==> config.mk <==
export PLATFORM = sky130hd
export DESIGN_NAME = kcr_reset_gen
export DESIGN_NICKNAME = d
export VERILOG_FILES = /design/src/rtl/kcr_pkg.sv /design/src/rtl/kcr_slot_match.sv /design/src/rtl/kcr_combiner.sv /design/src/rtl/kcr_regs.sv /design/src/rtl/kcr_reset_gen.sv
export SDC_FILE = /design/constraint.sdc
export NUM_CORES = 1
export LEC_CHECK = 0
export BUFFER_PORTS_ARGS = -buffer_cell sky130_fd_sc_hd__buf_4
export CORE_AREA = 4 4 84 117
export CTS_BUF_LIST = sky130_fd_sc_hd__clkbuf_2 sky130_fd_sc_hd__clkbuf_4 sky130_fd_sc_hd__clkbuf_8
export CTS_CLUSTER_DIAMETER = 50
export CTS_CLUSTER_SIZE = 8
export DETAILED_ROUTE_END_ITERATION = 8
export DIE_AREA = 0 0 88 121
export PLACE_DENSITY = 0.79
export SYNTH_ARGS = -nofsm -noshare
export SYNTH_HDL_FRONTEND = slang
export SYNTH_HIERARCHICAL = 1
export SYNTH_SLANG_ARGS = --single-unit
==> constraint.sdc <==
create_clock -name clk -period 3.7 [get_ports clk]
set_clock_uncertainty 0.15 [all_clocks]
set_input_delay 0.185 -clock clk [delete_from_list [all_inputs] [get_ports clk]]
set_output_delay 0.185 -clock clk [all_outputs]
set_load 0.01 [all_outputs]
==> src/rtl/kcr_pkg.sv <==
package kcr_pkg;

    typedef struct packed {
        logic       level;
        logic [6:0] code;
    } kcr_slot_t;

    typedef struct packed {
        logic       pol2;
        logic       pol1;
        logic       pass_en;
        logic [4:0] unused;
    } kcr_cfg_t;

endpackage

==> src/rtl/kcr_slot_match.sv <==
module kcr_slot_match
    import kcr_pkg::*;
#(
    parameter int NUM_KEYS = 25,
    parameter int NUM_GPI  = 11,
    parameter int GPI_BASE = 37
) (
    input  kcr_slot_t           slot,
    input  logic [NUM_KEYS-1:0] key_state,
    input  logic [NUM_GPI-1:0]  gpi_state,
    output logic                en,
    output logic                hit
);

    always_comb begin
        en  = (slot.code != 7'd0);
        hit = 1'b0;
        for (int k = 0; k < NUM_KEYS; k++) begin
            if (slot.code == 7'(k + 1)) begin
                hit = slot.level & key_state[k];
            end
        end
        for (int g = 0; g < NUM_GPI; g++) begin
            if (slot.code == 7'(GPI_BASE + g)) begin
                hit = (gpi_state[g] == slot.level);
            end
        end
    end

endmodule

==> src/rtl/kcr_combiner.sv <==
module kcr_combiner
    import kcr_pkg::*;
#(
    parameter int NSLOT    = 3,
    parameter int NUM_KEYS = 25,
    parameter int NUM_GPI  = 11,
    parameter int GPI_BASE = 37
) (
    input  logic                   clk,
    input  logic                   rst_n,
    input  kcr_slot_t [NSLOT-1:0]  slots,
    input  logic [NUM_KEYS-1:0]    key_state,
    input  logic [NUM_GPI-1:0]     gpi_state,
    output logic                   cond
);

    logic [NSLOT-1:0] en_v;
    logic [NSLOT-1:0] hit_v;

    for (genvar i = 0; i < NSLOT; i++) begin : g_slot
        kcr_slot_match #(
            .NUM_KEYS (NUM_KEYS),
            .NUM_GPI  (NUM_GPI),
            .GPI_BASE (GPI_BASE)
        ) u_match (
            .slot      (slots[i]),
            .key_state (key_state),
            .gpi_state (gpi_state),
            .en        (en_v[i]),
            .hit       (hit_v[i])
        );
    end

    assign cond = (|en_v) && (&(hit_v | ~en_v));

    logic key_release_slot;
    always_comb begin
        key_release_slot = 1'b0;
        for (int i = 0; i < NSLOT; i++) begin
            if (int'(slots[i].code) >= 1 && int'(slots[i].code) <= NUM_KEYS
                && !slots[i].level) begin
                key_release_slot = 1'b1;
            end
        end
    end


    key_lvl0_chk: assert property (@(posedge clk) disable iff (!rst_n)
        key_release_slot |-> !cond);

endmodule

==> src/rtl/kcr_regs.sv <==
module kcr_regs
    import kcr_pkg::*;
#(
    parameter int N1     = 3,
    parameter int N2     = 2,
    parameter int ADDR_W = 3
) (
    input  logic                clk,
    input  logic                rst_n,
    input  logic                wr_en,
    input  logic [ADDR_W-1:0]   wr_addr,
    input  logic [7:0]          wr_data,
    output kcr_slot_t [N1-1:0]  slots1,
    output kcr_slot_t [N2-1:0]  slots2,
    output kcr_cfg_t            cfg
);

    localparam int CFG_ADDR = N1 + N2;

    typedef struct packed {
        kcr_slot_t [N1-1:0] s1;
        kcr_slot_t [N2-1:0] s2;
        kcr_cfg_t           cfg;
    } reg_state_t;

    reg_state_t st_d, st_q;

    always_comb begin
        st_d = st_q;
        if (wr_en) begin
            for (int i = 0; i < N1; i++) begin
                if (wr_addr == ADDR_W'(i)) begin
                    st_d.s1[i] = kcr_slot_t'(wr_data);
                end
            end
            for (int i = 0; i < N2; i++) begin
                if (wr_addr == ADDR_W'(N1 + i)) begin
                    st_d.s2[i] = kcr_slot_t'(wr_data);
                end
            end
            if (wr_addr == ADDR_W'(CFG_ADDR)) begin
                st_d.cfg = kcr_cfg_t'({wr_data[7:5], 5'd0});
            end
        end
    end

    always_ff @(posedge clk or negedge rst_n) begin
        if (!rst_n) begin
            st_q <= '0;
        end else begin
            st_q <= st_d;
        end
    end

    assign slots1 = st_q.s1;
    assign slots2 = st_q.s2;
    assign cfg    = st_q.cfg;


    cfg_wr_isolated_chk: assert property (@(posedge clk) disable iff (!rst_n)
        (wr_en && wr_addr == ADDR_W'(CFG_ADDR)) |=> ($stable(slots1) && $stable(slots2)));

endmodule

==> src/rtl/kcr_reset_gen.sv <==
module kcr_reset_gen
    import kcr_pkg::*;
#(
    parameter int NUM_KEYS = 25,
    parameter int NUM_GPI  = 11,
    parameter int GPI_BASE = 37,
    parameter int N1       = 3,
    parameter int N2       = 2,
    parameter int ADDR_W   = 3
) (
    input  logic                clk,
    input  logic                rst_n,
    input  logic                wr_en,
    input  logic [ADDR_W-1:0]   wr_addr,
    input  logic [7:0]          wr_data,
    input  logic [NUM_KEYS-1:0] key_state,
    input  logic [NUM_GPI-1:0]  gpi_state,
    input  logic                ext_rst_req,
    output logic                rst1_pin,
    output logic                rst2_pin
);

    kcr_slot_t [N1-1:0] slots1;
    kcr_slot_t [N2-1:0] slots2;
    kcr_cfg_t           cfg_q;
    logic               cond1, cond2;

    kcr_regs #(
        .N1     (N1),
        .N2     (N2),
        .ADDR_W (ADDR_W)
    ) u_regs (
        .clk     (clk),
        .rst_n   (rst_n),
        .wr_en   (wr_en),
        .wr_addr (wr_addr),
        .wr_data (wr_data),
        .slots1  (slots1),
        .slots2  (slots2),
        .cfg     (cfg_q)
    );

    kcr_combiner #(
        .NSLOT    (N1),
        .NUM_KEYS (NUM_KEYS),
        .NUM_GPI  (NUM_GPI),
        .GPI_BASE (GPI_BASE)
    ) u_comb1 (
        .clk       (clk),
        .rst_n     (rst_n),
        .slots     (slots1),
        .key_state (key_state),
        .gpi_state (gpi_state),
        .cond      (cond1)
    );

    kcr_combiner #(
        .NSLOT    (N2),
        .NUM_KEYS (NUM_KEYS),
        .NUM_GPI  (NUM_GPI),
        .GPI_BASE (GPI_BASE)
    ) u_comb2 (
        .clk       (clk),
        .rst_n     (rst_n),
        .slots     (slots2),
        .key_state (key_state),
        .gpi_state (gpi_state),
        .cond      (cond2)
    );

    typedef struct packed {
        logic act1;
        logic act2;
    } out_state_t;

    out_state_t out_d, out_q;

    always_comb begin
        out_d      = out_q;
        out_d.act1 = cond1 | (cfg_q.pass_en & ext_rst_req);
        out_d.act2 = cond2;
    end

    always_ff @(posedge clk or negedge rst_n) begin
        if (!rst_n) begin
            out_q <= '0;
        end else begin
            out_q <= out_d;
        end
    end

    assign rst1_pin = cfg_q.pol1 ? out_q.act1 : ~out_q.act1;
    assign rst2_pin = cfg_q.pol2 ? out_q.act2 : ~out_q.act2;

    logic out2_no_slot;
    always_comb begin
        out2_no_slot = 1'b1;
        for (int i = 0; i < N2; i++) begin
            if (slots2[i].code != 7'd0) out2_no_slot = 1'b0;
        end
    end


    ext_to_out1_chk: assert property (@(posedge clk) disable iff (!rst_n)
        (cfg_q.pass_en && ext_rst_req) |=> out_q.act1);


    out2_ext_free_chk: assert property (@(posedge clk) disable iff (!rst_n)
        !cond2 |=> !out_q.act2);


    out2_idle_chk: assert property (@(posedge clk) disable iff (!rst_n)
        out2_no_slot |=> !out_q.act2);


    reset_pins_chk: assert property (@(posedge clk) disable iff (!rst_n)
        $rose(rst_n) |-> (rst1_pin && rst2_pin));

endmodule

==> results.md, run 1 <==
- Clock latency on the worst-skew pair: 0.31 ns
- P_leak: 2.090 nW
- Psw: 1.088 mW
- Pint: 1.395 mW
- Row count: 41
- Critical path required time: 3.75 ns
- Max Fclk: 360.7 MHz
- CTS resizes: 0
- Die ar.: 10650 um^2
- # setup viols final: 0
- Clk buf depth: 2
- Cts bufs inserted: 5
- Total negative slack: 0 ns
- Worst R2R End: out_q[1]
- R2R setup slack: 0.93 ns
- Storage cell area: 1126 um^2
- Placed cells: 710
- Gate power share: 0.447
- Synthesized net count: 644
- Final WL: 16230 um
- Area growth syn-to-layout: 7.178%
- CP Capture Type: flop
- Vias per cell: 6.960
- Ratio of cells with drive above 1 in the final layout: 0.2000
- Sw frac: 0.4381
- Max_cap viols: 0
- Vias in the first global route: 4516
- Post-DRT Antenna Nets: 0
- Via count: 5025
- Final slew viol count: 0
- GRT Overall Usage: 0.3070
- CTS root buf: clkbuf_8
- CTS tree: yes
- Worst hold start: wr_data[3]
- Die Width: 88 um
- Drt drc: 0
- Worst VDD drop: 0.3912 mV
- Worst Tran Pin Value: 0.8529 ns
- Clock share of power: 0.159
- Grt ovf: 0
- Final HPWL DP: 11560 um
- Util after Layout: 0.6126
- Die height: 121 um
- DRT iter0 DRCs: 735
- Clk slew on worst S/H paths: 0.09 ns
- Pin count of the biggest net entering global routing: 46
- CP Launch Point: u_regs/slots1[16]
- Slew headroom: 0.4314
- Top Ports: 53
- Initial antenna violation count: 0
- Port Buffers: 52
- Area of the multi-input gates: 3577 um^2
- Syn. warnings: 6
- Worst Hold Path EP: u_regs/slots2[3]
- Worst Setup Start Kind: flop
- GRT met1 Usage: 0.4216
- Wire length per cell: 22.48 um
- Final period utilization: 0.7493
- Post-Syn Instances: 593
- Pre-antenna DRT Iters: 5
- Syn_area_per_cell: 8.554 um^2
- M3 GR Usage: 0.04008
- First-pass GRT wire length: 24740 um
- WS Path Type: reg -> reg
- Worst min path class: in -> reg
- CORE AREA: 8875 um^2
- Fillers: 819
- Reg2reg start: u_regs/slots1[16]
- Nets@finish: 665
- Hold Vio Cnt, Final: 0
- Fin cells: 722
- Cts hold-fix bufs: 4
- Worst Path Max Fanout: 26
- Final min period: 2.772 ns
- Gpl congestion: 1.025
- Met2 Usage GRT: 0.4675
- Worst Path Arrival: 2.83 ns
- Starting Density: 0.5715
- Antenna diodes: 0
- R2R cell count: 8
- Post-Syn Area: 5072 um^2
- GRT busiest layer: met2
- Status: finished clean
- RSZ-0062 raised after global routing: false
- Clk sinks: 45
- Postcts setup bufs: 0
- Hold path depth: 2
- Sequential power share: 0.394
- Pwr/cell area: 456.8 nW/um^2
- H-tree lvl count: 2
## registers in the layout, indices dropped and copies added (netlist names)
register / count
u_regs/slots2: 16
u_regs/slots1: 24
out_q: 2
u_regs/cfg: 3
## per-stage QoR
step / cell area, um^2 / power [mW] / hold WS [ns] / setup slack [ns]
floorplan: 5072 / 1.820 / -0.2606 / 1.606
global placement: 5276 / 2.004 / 0.05749 / 1.093
detailed placement: 5276 / 2.047 / 0.06722 / 1.000
CTS: 5436 / 2.449 / 0.007182 / 0.9817
global route: 5436 / 2.630 / 0.01431 / 0.8045
finish: 5436 / 2.483 / 0.02167 / 0.9277
## final cells by class
cell class                 instances  share of cell area
timing repair buffer              57             0.08055
inverter                          11            0.007595
clock buffer                       6             0.01519
tap                              107             0.02463
multi-input combinational        494              0.6580
sequential                        45              0.2071
clock inverter                     2            0.006904
## how the worst max path moves through the flow
stage / depth (start not counted) / to / slack (ns)
6_report: 8 / out_q[1] / 0.93
3_3_place_gp: 8 / out_q[1] / 1.09
3_5_place_dp: 8 / out_q[1] / 1.00
4_1_cts: 8 / out_q[1] / 0.98
2_1_floorplan: 11 / out_q[1] / 1.61
5_1_grt: 9 / out_q[1] / 0.80
## worst max-delay path, stage by stage, from the launching register on
cell and delay, ns:
dfrtp_1 0.90, mux4_2 0.60, a22o_1 0.21, nand4_1 0.09, nand4_1 0.11, a32o_1 0.24
nor2b_1 0.15, nor4_1 0.06, a21o_1 0.16
## power by group through the flow
stage	combinational, mW	sequential, mW	clock [mW]
after floorplan	1.13	0.690	0
after global placement	1.05	0.959	0
after detailed placement	1.07	0.973	0
after CTS	1.08	0.962	0.406
after global routing	1.20	1.01	0.421
final	1.11	0.978	0.394
## routing by layer
layer	wire length [um]	share of wire
met2	7533	0.46
met4	777	0.048
met5	0	0
met1	6433	0.40
met3	1486	0.092
## cells in the final DEF, fill, tap and decap left out, drive strengths merged, types with 20 or more instances in the layout
cell type / n
mux2i: 26
mux2: 53
nand2b: 20
dfrtp: 45
nor2: 40
buf: 53
o21ai: 40
nand2: 55
nor2b: 28
xnor2: 27
(Power assumes the default switching activity.)
==> run 2, diff against run 1 <==
==> constraint.sdc (replaced) <==
create_clock -name clk -period 2.9 [get_ports clk]
set_clock_uncertainty 0.15 [all_clocks]
set_input_delay 0.145 -clock clk [delete_from_list [all_inputs] [get_ports clk]]
set_output_delay 0.145 -clock clk [all_outputs]
set_load 0.01 [all_outputs]
==> results.md, run 2 (same netlist as run 1, synthesis figures left out) <==
- Ratio of cells with drive above 1 in the final layout: 0.2133 (+0.01327)
- Worst Path Arrival: 2.78 ns (-0.05 ns)
- Die Width: 88 um (unchanged)
- Final WL: 16520 um (+1.8%)
- CTS root buf: clkbuf_8
- Cts bufs inserted: 5 (unchanged)
- First-pass GRT wire length: 24870 um (+0.53%)
- Final Instance Area: 5558 um^2 (+2.2%)
- Final slew viol count: 0 (unchanged)
- Worst min path class: in -> reg
- Commonest non-fill, non-tap cell in the layout: buf_4
- Fillers: 791 (-3.4%)
- P_leak: 2.157 nW (+3.2%)
- CP Capture Type: flop
- Sequential power share: 0.372 (-0.022)
- Postcts setup bufs: 0 (unchanged)
- Port Buffers: 52 (unchanged)
- Clk sinks: 45 (unchanged)
- Grt ovf: 0 (unchanged)
- Die height: 121 um (unchanged)
- Area growth syn-to-layout: 9.571%
- Nets@finish: 683 (+2.7%)
- Antenna diodes: 0 (unchanged)
- Pin count of the biggest net entering global routing: 46 (unchanged)
- Wire length per cell: 22.33 um (-0.68%)
- Pwr/cell area: 561.9 nW/um^2 (+23%)
- Max_cap viols: 0 (unchanged)
- Worst VDD drop: 0.4933 mV (+26%)
- Util after Layout: 0.6263 (+0.01367)
- Initial antenna violation count: 0 (unchanged)
- DP Area: 5366 um^2 (+1.7%)
- Gate power share: 0.498 (+0.051)
- Worst Setup Start Kind: flop
- Most frequent cells in the layout: buf_4, nand2_1, mux2_2
- Critical path required time: 3.01 ns (-0.74 ns)
- Placed cells: 722 (+1.7%)
- Final HPWL DP: 11940 um (+3.3%)
- CP Launch Point: u_regs/slots1[16]
- Slew headroom: 0.5751 (+0.1437)
- Pint: 1.729 mW (+24%)
- Reg2reg start: u_regs/slots1[16]
- Clk buf depth: 2 (unchanged)
- Cts hold-fix bufs: 10 (+6)
- WS Path Type: reg -> reg
- Total negative slack: 0 ns (unchanged)
- Clock share of power: 0.130 (-0.029)
- M3 GR Usage: 0.05163 (+0.01155)
- Row count: 41 (unchanged)
- GRT met1 Usage: 0.4262 (+0.004678)
- GRT busiest layer: met2
- Vias per cell: 6.893 (-0.96%)
- Worst Path Max Fanout: 19 (-27%)
- H-tree lvl count: 2 (unchanged)
- Hold Vio Cnt, Final: 0 (unchanged)
- Max reg flops: 24 (unchanged)
- Final min period: 2.667 ns (-0.1050 ns)
- Worst Tran Pin Value: 0.6374 ns (-0.2155 ns)
- Sw frac: 0.4463 (+0.008209)
- Clk slew on worst S/H paths: 0.09 ns (about the same)
- Vias in the first global route: 4584 (+1.5%)
- Psw: 1.394 mW (+28%)
- CTS tree: yes
- Die ar.: 10650 um^2 (unchanged)
- Drt drc: 0 (unchanged)
- Starting Density: 0.5715 (unchanged)
- Worst hold start: wr_addr[0]
- Total power: 3.123 mW (+26%)
- CTS resizes: 0 (unchanged)
- Final period utilization: 0.9198 (+0.1705)
- # setup viols final: 0 (unchanged)
- Pre-antenna DRT Iters: 6 (+1)
- Gpl congestion: 0.9991 (-2.6%)
- Post-DRT Antenna Nets: 0 (unchanged)
- Top Ports: 53 (unchanged)
- Clock latency on the worst-skew pair: 0.31 ns (about the same)
- Fin cells: 740 (+2.5%)
- RSZ-0062 raised after global routing: false
- Via count: 5101 (+1.5%)
- Met2 Usage GRT: 0.4708 (+0.003302)
- Max Fclk: 374.9 MHz (+3.9%)
- Status: finished clean
- CORE AREA: 8875 um^2 (unchanged)
- DRT iter0 DRCs: 673 (-8.4%)
- GRT Overall Usage: 0.3090 (+0.002047)
==> run 2: stage by stage <==
stage	worst slack (ns)	hold WS (ns)
6_report	0.2327	0.1340
5_1_grt	0.07174	0.1363
4_1_cts	0.3554	0.1267
3_5_place_dp	0.3666	0.02136
3_3_place_gp	0.4169	0.02377
2_1_floorplan	0.8065	-0.3006
==> run 2: critical path, stage by stage (launching register included) <==
cell and delay [ns]:
dfrtp_1 0.76, buf_4 0.27, o21ai_0 0.11, a21o_1 0.18, a221oi_1 0.29, o2111ai_1 0.18, nand4_1 0.13, a32o_1 0.14
nor2b_1 0.05, nor4_1 0.21, a21o_1 0.13
==> run 2: path summary, 6_finish.rpt <==
check | slack (ns) | to | cells after the start
setup / recovery | 0.23 | out_q[1] | 10
hold / removal | 0.13 | u_regs/slots1[2] | 3
setup reg to reg | 0.23 | out_q[1] | 10
hold reg to reg | 0.39 | out_q[1] | 1
max in group asynchronous | 2.00 | u_regs/cfg[7] | 2
min in group asynchronous | 0.20 | u_regs/slots1[4] | 2
==> run 2: layout make-up <==
cell class / instances / area [um^2] / share of cell area
flip-flops and latches: 45 / 1126 / 0.2026
clock buffers: 6 / 76.32 / 0.01373
repair buffers: 75 / 588.1 / 0.1058
clock inverters: 2 / 15.01 / 0.002701
multi-input cells: 494 / 3577 / 0.6436
inverters: 11 / 41.29 / 0.007429
well taps: 107 / 133.9 / 0.02409
==> run 2: metal layers <==
layer,vias to the layer above,wire [um]
met3,58,1600
met4,0,676
li1,2298,-
met2,296,7593
met5,-,0
met1,2449,6652
==> run 2: power by group through the flow <==
stage	clock, mW	combinational (mW)	sequential [mW]
floorplan	0	1.44	0.881
finish	0.405	1.56	1.16
CTS	0.413	1.53	1.14
detailed placement	0	1.51	1.16
global placement	0	1.48	1.15
global route	0.439	1.68	1.20
==> run 3, diff against run 2 <==
--- a/config.mk
+++ b/config.mk
@@ -6,13 +6,15 @@
 export NUM_CORES = 1
 export LEC_CHECK = 0
 export BUFFER_PORTS_ARGS = -buffer_cell sky130_fd_sc_hd__buf_4
-export CORE_AREA = 4 4 84 117
+export CELL_PAD_IN_SITES_DETAIL_PLACEMENT = 1
+export CELL_PAD_IN_SITES_GLOBAL_PLACEMENT = 1
+export CORE_AREA = 4 4 94 131
 export CTS_BUF_LIST = sky130_fd_sc_hd__clkbuf_2 sky130_fd_sc_hd__clkbuf_4 sky130_fd_sc_hd__clkbuf_8
 export CTS_CLUSTER_DIAMETER = 50
 export CTS_CLUSTER_SIZE = 8
 export DETAILED_ROUTE_END_ITERATION = 8
-export DIE_AREA = 0 0 88 121
-export PLACE_DENSITY = 0.79
+export DIE_AREA = 0 0 98 135
+export PLACE_DENSITY_LB_ADDON = 0.1
 export SYNTH_ARGS = -nofsm -noshare
 export SYNTH_HDL_FRONTEND = slang
 export SYNTH_HIERARCHICAL = 1
==> results.md, run 3 (same netlist as run 1, synthesis figures left out) <==
- Status: finished clean
- Worst Setup Start Kind: flop
- CP Capture Type: flop
- Final HPWL DP: 14160 um (+19%)
- WS Path Type: reg -> reg
- Postcts setup bufs: 0 (unchanged)
- Vias per cell: 6.505 (-5.6%)
- Pwr/cell area: 572.2 nW/um^2 (+1.8%)
- Worst min path class: in -> reg
- Storage cell area: 1126 um^2 (unchanged)
- Starting Density: 0.4520 (-0.1196)
- RSZ-0062 raised after global routing: false
- Clock latency on the worst-skew pair: 0.32 ns (about the same)
- Hold path depth: 2 (-1)
- Port Buffers: 52 (unchanged)
- Die height: 135 um (+12%)
- Gpl congestion: 0.9387 (-6.0%)
- CORE AREA: 11220 um^2 (+26%)
- Slew headroom: 0.5489 (-0.02620)
- Max_cap viols: 0 (unchanged)
- Area of the multi-input gates: 3577 um^2 (unchanged)
- Grt ovf: 0 (unchanged)
- Max reg flops: 24 (unchanged)
- Clk slew on worst S/H paths: 0.10 ns (about the same)
- Initial antenna violation count: 0 (unchanged)
- Drt drc: 0 (unchanged)
- Area growth syn-to-layout: 10.43%
- Cts bufs inserted: 5 (unchanged)
- Cts hold-fix bufs: 9 (-1)
- Via count: 5054 (-0.92%)
- Ratio of cells with drive above 1 in the final layout: 0.2148 (+0.001580)
- R2R cell count: 10 (unchanged)
- Final period utilization: 0.9127 (-0.007072)
- Total negative slack: 0 ns (unchanged)
- Final WL: 19410 um (+17%)
- Vias in the first global route: 5224 (+14%)
- Fillers: 1351 (+71%)
- Total power: 3.205 mW (+2.6%)
- # setup viols final: 0 (unchanged)
- CTS resizes: 0 (unchanged)
- Row count: 46 (+12%)
- Nets@finish: 683 (unchanged)
- Die Width: 98 um (+11%)
- DRT iter0 DRCs: 332 (-51%)
- Antenna diodes: 0 (unchanged)
- Worst hold start: wr_data[7]
- CTS root buf: clkbuf_8
- Worst Path Arrival: 2.76 ns (-0.02 ns)
- Worst VDD drop: 0.3633 mV (-26%)
- CTS tree: yes
- P_leak: 2.158 nW (about the same)
- Reg2reg start: u_regs/slots1[8]
- GRT Overall Usage: 0.2923 (-0.01674)
- Most frequent cells in the layout: buf_4, nand2_1, mux2_2
- Hold Vio Cnt, Final: 0 (unchanged)
- Worst Path Max Fanout: 14 (-5)
- Post-DRT Antenna Nets: 0 (unchanged)
- H-tree lvl count: 2 (unchanged)
- Critical path required time: 3.01 ns (about the same)
- Final slew viol count: 0 (unchanged)
- Worst Tran Pin Value: 0.6739 ns (+0.03644 ns)
- Max Fclk: 377.8 MHz (+0.78%)
- Clk buf depth: 2 (unchanged)
- Worst Hold Path EP: u_regs/slots1[15]
- First-pass GRT wire length: 29920 um (+20%)
- Clk sinks: 45 (unchanged)
- Top Ports: 53 (unchanged)
- R2R setup slack: 0.25 ns (+0.02 ns)
- Wire length per cell: 24.98 um (+12%)
- Worst R2R End: out_q[1]
- Final min period: 2.647 ns (-0.02051 ns)
- Die ar.: 13230 um^2 (+24%)
- Commonest non-fill, non-tap cell in the layout: buf_4
- Pin count of the biggest net entering global routing: 46 (unchanged)
- Pre-antenna DRT Iters: 5 (-1)
-- run 3: cell count changes in the layout (fill, tap and decap cells not counted), sizes merged --
| cell | change |
|---|---|
| buf | +1 |
| dlygate4sd3 | -1 |
-- run 3: layout make-up --
type | count | area share
Inverter | 11 | 0.007371
Tap cell | 144 | 0.03216
Sequential cell | 45 | 0.2010
Timing Repair Buffer | 75 | 0.1045
Multi-Input combinational cell | 494 | 0.6386
Clock inverter | 2 | 0.002680
Clock buffer | 6 | 0.01363
-- run 3: layer usage --
layer  vias up  track usage  routed length (um)  share of wire
met3        58      0.05426                1345          0.069
met1      2498       0.3740                7976           0.41
met5         -            0                   0              0
met4         0       0.1309                 972          0.050
li1       2295            -                   -              -
met2       203       0.4788                9115           0.47
-- run 3: where the power goes --
| group | switching [mW] | leakage (nW) | total, mW | internal [mW] |
|---|---|---|---|---|
| Combinational | 0.825 | 1.57 | 1.62 | 0.797 |
| Clock | 0.241 | 0.0408 | 0.420 | 0.180 |
| Sequential | 0.406 | 0.543 | 1.16 | 0.757 |
| Total | 1.47 | 2.16 | 3.21 | 1.73 |
-- run 3: how the worst max path moves through the flow --
stage / start / end / cells past startpoint
3_5_place_dp: u_regs/slots1[8] / out_q[1] / 10
4_1_cts: u_regs/slots1[8] / out_q[1] / 10
3_3_place_gp: u_regs/slots1[9] / out_q[1] / 9
6_report: u_regs/slots1[8] / out_q[1] / 10
2_1_floorplan: u_regs/slots1[8] / out_q[1] / 11
5_1_grt: u_regs/slots1[8] / out_q[1] / 10
-- run 3: metrics by stage --
stage	utilization	cell area (um^2)	cells	hold slack, ns	setup slack (ns)
detailed placement	0.4829	5420	760	0.03496	0.2448
floorplan	-	5072	593	-0.3006	0.8065
global route	0.4991	5602	777	0.03579	0.01797
finish	0.4991	5602	777	0.03180	0.2532
global placement	0.4829	5420	760	0.03586	0.3884
CTS	0.4991	5602	777	0.02539	0.2349
-- run 3: worst max-delay path, stage by stage (launching register included) --
cell      delay [ns]
dfrtp_1         0.64
buf_4           0.28
mux2i_1         0.25
xnor2_1         0.09
a22oi_1         0.20
o22a_1          0.16
a21boi_0        0.18
a32o_1          0.14
nor2b_1         0.06
nor4_1          0.33
a21o_1          0.12
